`config.mk`:
```
export PLATFORM = sky130hd
export DESIGN_NAME = alu2_top
export DESIGN_NICKNAME = d
export VERILOG_FILES = /design/src/rtl/alu2_pkg.sv /design/src/rtl/alu2_ctrl.sv /design/src/rtl/alu2_fulladd.sv /design/src/rtl/alu2_datapath.sv /design/src/rtl/alu2_top.sv
export SDC_FILE = /design/constraint.sdc
export NUM_CORES = 1
export LEC_CHECK = 0
export ABC_CLOCK_PERIOD_IN_PS = 4300
export BUFFER_PORTS_ARGS = -buffer_cell sky130_fd_sc_hd__buf_4
export CORE_AREA = 3 3 40 42
export DETAILED_ROUTE_END_ITERATION = 16
export DIE_AREA = 0 0 43 45
export PLACE_DENSITY = 0.41
export SLEW_MARGIN = 40
export SYNTH_ARGS = -nofsm -noshare
export SYNTH_HDL_FRONTEND = slang
export SYNTH_SLANG_ARGS = --single-unit
```
`constraint.sdc`:
```
create_clock -name vclk -period 4.3
set_input_delay 0.86 -clock vclk [all_inputs]
set_output_delay 0.86 -clock vclk [all_outputs]
set_load 0.1 [all_outputs]
```
`src/rtl/alu2_pkg.sv`:
```
package alu2_pkg;

  typedef enum logic [1:0] {
    OP_ADD = 2'b00,
    OP_INV = 2'b01,
    OP_OR  = 2'b10,
    OP_AND = 2'b11
  } aluOp_e;

  typedef struct packed {
    logic addSel;
    logic invSel;
    logic orSel;
    logic andSel;
  } aluStrobe_t;

endpackage

```
`src/rtl/alu2_ctrl.sv`:
```
module alu2_ctrl
  import alu2_pkg::*;
(
  input  logic [1:0] funcSel,
  output aluStrobe_t strobes
);

  aluOp_e opCode;

  always_comb begin
    opCode  = aluOp_e'(funcSel);
    strobes = '0;
    unique case (opCode)
      OP_ADD:  strobes.addSel = 1'b1;
      OP_INV:  strobes.invSel = 1'b1;
      OP_OR:   strobes.orSel  = 1'b1;
      OP_AND:  strobes.andSel = 1'b1;
      default: strobes = '0;
    endcase
  end

endmodule

```
`src/rtl/alu2_fulladd.sv`:
```
module alu2_fulladd (
  input  logic x,
  input  logic y,
  input  logic cin,
  output logic sum,
  output logic cout
);

  logic halfSum;

  assign halfSum = x ^ y;
  assign sum     = halfSum ^ cin;
  assign cout    = (x & y) | (halfSum & cin);

endmodule

```
`src/rtl/alu2_datapath.sv`:
```
module alu2_datapath
  import alu2_pkg::*;
#(
  parameter int W = 2
) (
  input  logic [W-1:0] opA,
  input  logic [W-1:0] opB,
  input  aluStrobe_t   strobes,
  output logic [W-1:0] result,
  output logic         carryOut
);

  localparam int TOP = W - 1;

  logic [W-1:0] sumBits;
  logic [W-1:0] carryBits;

  genvar i;
  generate
    for (i = 0; i < W; i++) begin : g_bit
      if (i == 0) begin : g_half
        assign sumBits[i]   = opA[i] ^ opB[i];
        assign carryBits[i] = opA[i] & opB[i];
      end else begin : g_full
        alu2_fulladd u_fa (
          .x    (opA[i]),
          .y    (opB[i]),
          .cin  (carryBits[i-1]),
          .sum  (sumBits[i]),
          .cout (carryBits[i])
        );
      end
    end
  endgenerate

  logic [W-1:0] invBits;
  logic [W-1:0] orBits;
  logic [W-1:0] andBits;

  assign invBits = ~opA;
  assign orBits  = opA | opB;
  assign andBits = opA & opB;

  assign result = ({W{strobes.addSel}} & sumBits)
                | ({W{strobes.invSel}} & invBits)
                | ({W{strobes.orSel}}  & orBits)
                | ({W{strobes.andSel}} & andBits);

  assign carryOut = strobes.addSel & carryBits[TOP];

endmodule

```
`src/rtl/alu2_top.sv`:
```
module alu2_top
  import alu2_pkg::*;
#(
  parameter int W = 2
) (
  input  logic [W-1:0] opA,
  input  logic [W-1:0] opB,
  input  logic [1:0]   funcSel,
  output logic [W-1:0] result,
  output logic         carryOut
);

  aluStrobe_t strobes;

  alu2_ctrl u_ctrl (
    .funcSel (funcSel),
    .strobes (strobes)
  );

  alu2_datapath #(.W(W)) u_dp (
    .opA      (opA),
    .opB      (opB),
    .strobes  (strobes),
    .result   (result),
    .carryOut (carryOut)
  );

endmodule

```
==> results_dict.tcl <==
set metrics [dict create \
    syn_area_um2 153 \
    maxCapViolations 0 \
    hpwl_um 308 \
    io_pins 9 \
    synth_commonest_cells "6 x inv_1, 4 x ha_1, 2 x mux4_1" \
    fin_tns_setup_ns 0 \
    synth_area_leader_cell "mux4_1" \
    setup-violations-final 0 \
    synth_area_leaders "mux4_1 34%, ha_1 33%, inv_1 15%, fa_1 13%, nor3b_1 4.9%" \
    grt_pass1_vias 149 \
    grt_max_degree 4 \
    endpoint_kind "output port" \
    initial_core_util 0.119 \
    leakagePower_nw 0.132 \
    critical-path-slowest-cell "mux4_1" \
    fillers 141 \
    register_area_um2 0 \
    finalHoldViolCount 0 \
    overflow 0 \
    flops_and_latches 0 \
    nets 36 \
    die_x_um 43 \
    yosysWarnings 0 \
    ys_types 5 \
    crit_path_max_incr_delay_ns 0.49 \
    syn-num-nets 25 \
    rsz0062_at_grt "false" \
    path_buf_inv 2 \
    grt_pass1_wl_um 641 \
    final_util 0.186 \
    num_vias 131 \
    crit_start "opA[0]" \
    worst_slew_pin_slew_ns 0.280 \
    arrival_ns 2.36 \
    drt-initial-drc-count 0 \
    drc_errors 0 \
    multi_input_area_um2 130 \
    vias_per_cell 3.45 \
    p_per_area_mw_per_mm2 165 \
    syn_to_final_growth_pct 56.6 \
    placed_area_um2 239 \
    status "completed" \
    yosysTopAreaCellShare 0.344 \
    grt.total_usage 0.0400 \
    diodes 0 \
    hold_class "in -> out" \
    path_delay_family "adder cells" \
    ys_seq_area_frac 0 \
    core_region_area_mm2 0.00128 \
    vdd_ir_drop_max_v 0.0000390 \
    die_area_mm2 0.00194 \
    period_share 0.748 \
    die_y_um 45 \
    drive_above_1_share 0.391 \
    synth_most_common_cell "inv_1" \
    final_max_slew_viol_count 0 \
    hold_slack_ns 2.09 \
    fin_area_um2 239 \
    cts-resized-gates 0 \
    slew-limit-headroom 0.815 \
    critical_path_class "in -> out" \
    first_pass_iters 1 \
    syn_inst 14 \
    antenna_found_initial 0 \
    cp_cell_sequence "buf_4 > ha_1 > fa_1 > mux4_1 > buf_4" \
    fmax_mhz 311 \
    p_total_mw 0.0395 \
    numPortBuffers 9 \
    path_max_fanout 2 \
    syn_avg_cell_area_um2 10.9 \
    wl_per_cell_um 8.55 \
    crit_top_cell "buf_4" \
    place.gp.congestion 0.743 \
    finalCriticalPeriod_ns 3.22 \
    post_cts_buffers 0 \
    critPathLaunchType "primary input" \
    wl_um 325 \
    cp_data_required_time_ns 3.44 \
    ant_nets 0 \
    nClkBuffers 0 \
    worstHoldStart "funcSel[0]" \
    postCtsHoldBufs 0 \
    rows 13 \
]
-- final cells by class --
cell class,count,area share
Timing Repair Buffer,9,0.283
Tap cell,15,0.0785
Multi-Input combinational cell,8,0.545
Inverter,6,0.0942
-- metrics by stage --
| step | cells | worst slack, ns |
|---|---|---|
| floorplan | 14 | 0.0841 |
| global placement | 38 | 1.11 |
| detailed placement | 38 | 1.08 |
| CTS | 38 | 1.08 |
| global route | 38 | 1.03 |
| finish | 38 | 1.08 |
-- report_power, final --
group	internal [mW]	leakage [nW]	switching, mW	total [mW]
Combinational	0.0124	0.132	0.0271	0.0395
Clock	0	0	0	0
Sequential	0	0	0	0
-- placed cells by master, fill, tap and decap left out --
master	count
buf_4	9
fa_1	1
ha_1	4
inv_1	6
mux4_1	2
nor3b_1	1
-- final timing paths --
check | to | cells past startpoint
worst min-delay path | carryOut | 3
worst max-delay path | result[1] | 5
-- routing by layer --
metal,vias up,global-route usage,wire length (um)
met1,59,0.0483,161
li1,64,-,-
met3,0,0.00797,38
met5,-,0,0
met2,8,0.0778,125
met4,0,0,0
-- cells by family (layout without fill, tap and decap cells) --
family,count (synthesis),in the layout,share of synthesized area
buf+inv,6,15,0.148
simple gates,1,1,0.0492
mux,2,2,0.344
fa+ha+maj,5,5,0.459
No activity file was read; power rests on OpenSTA's default activity.
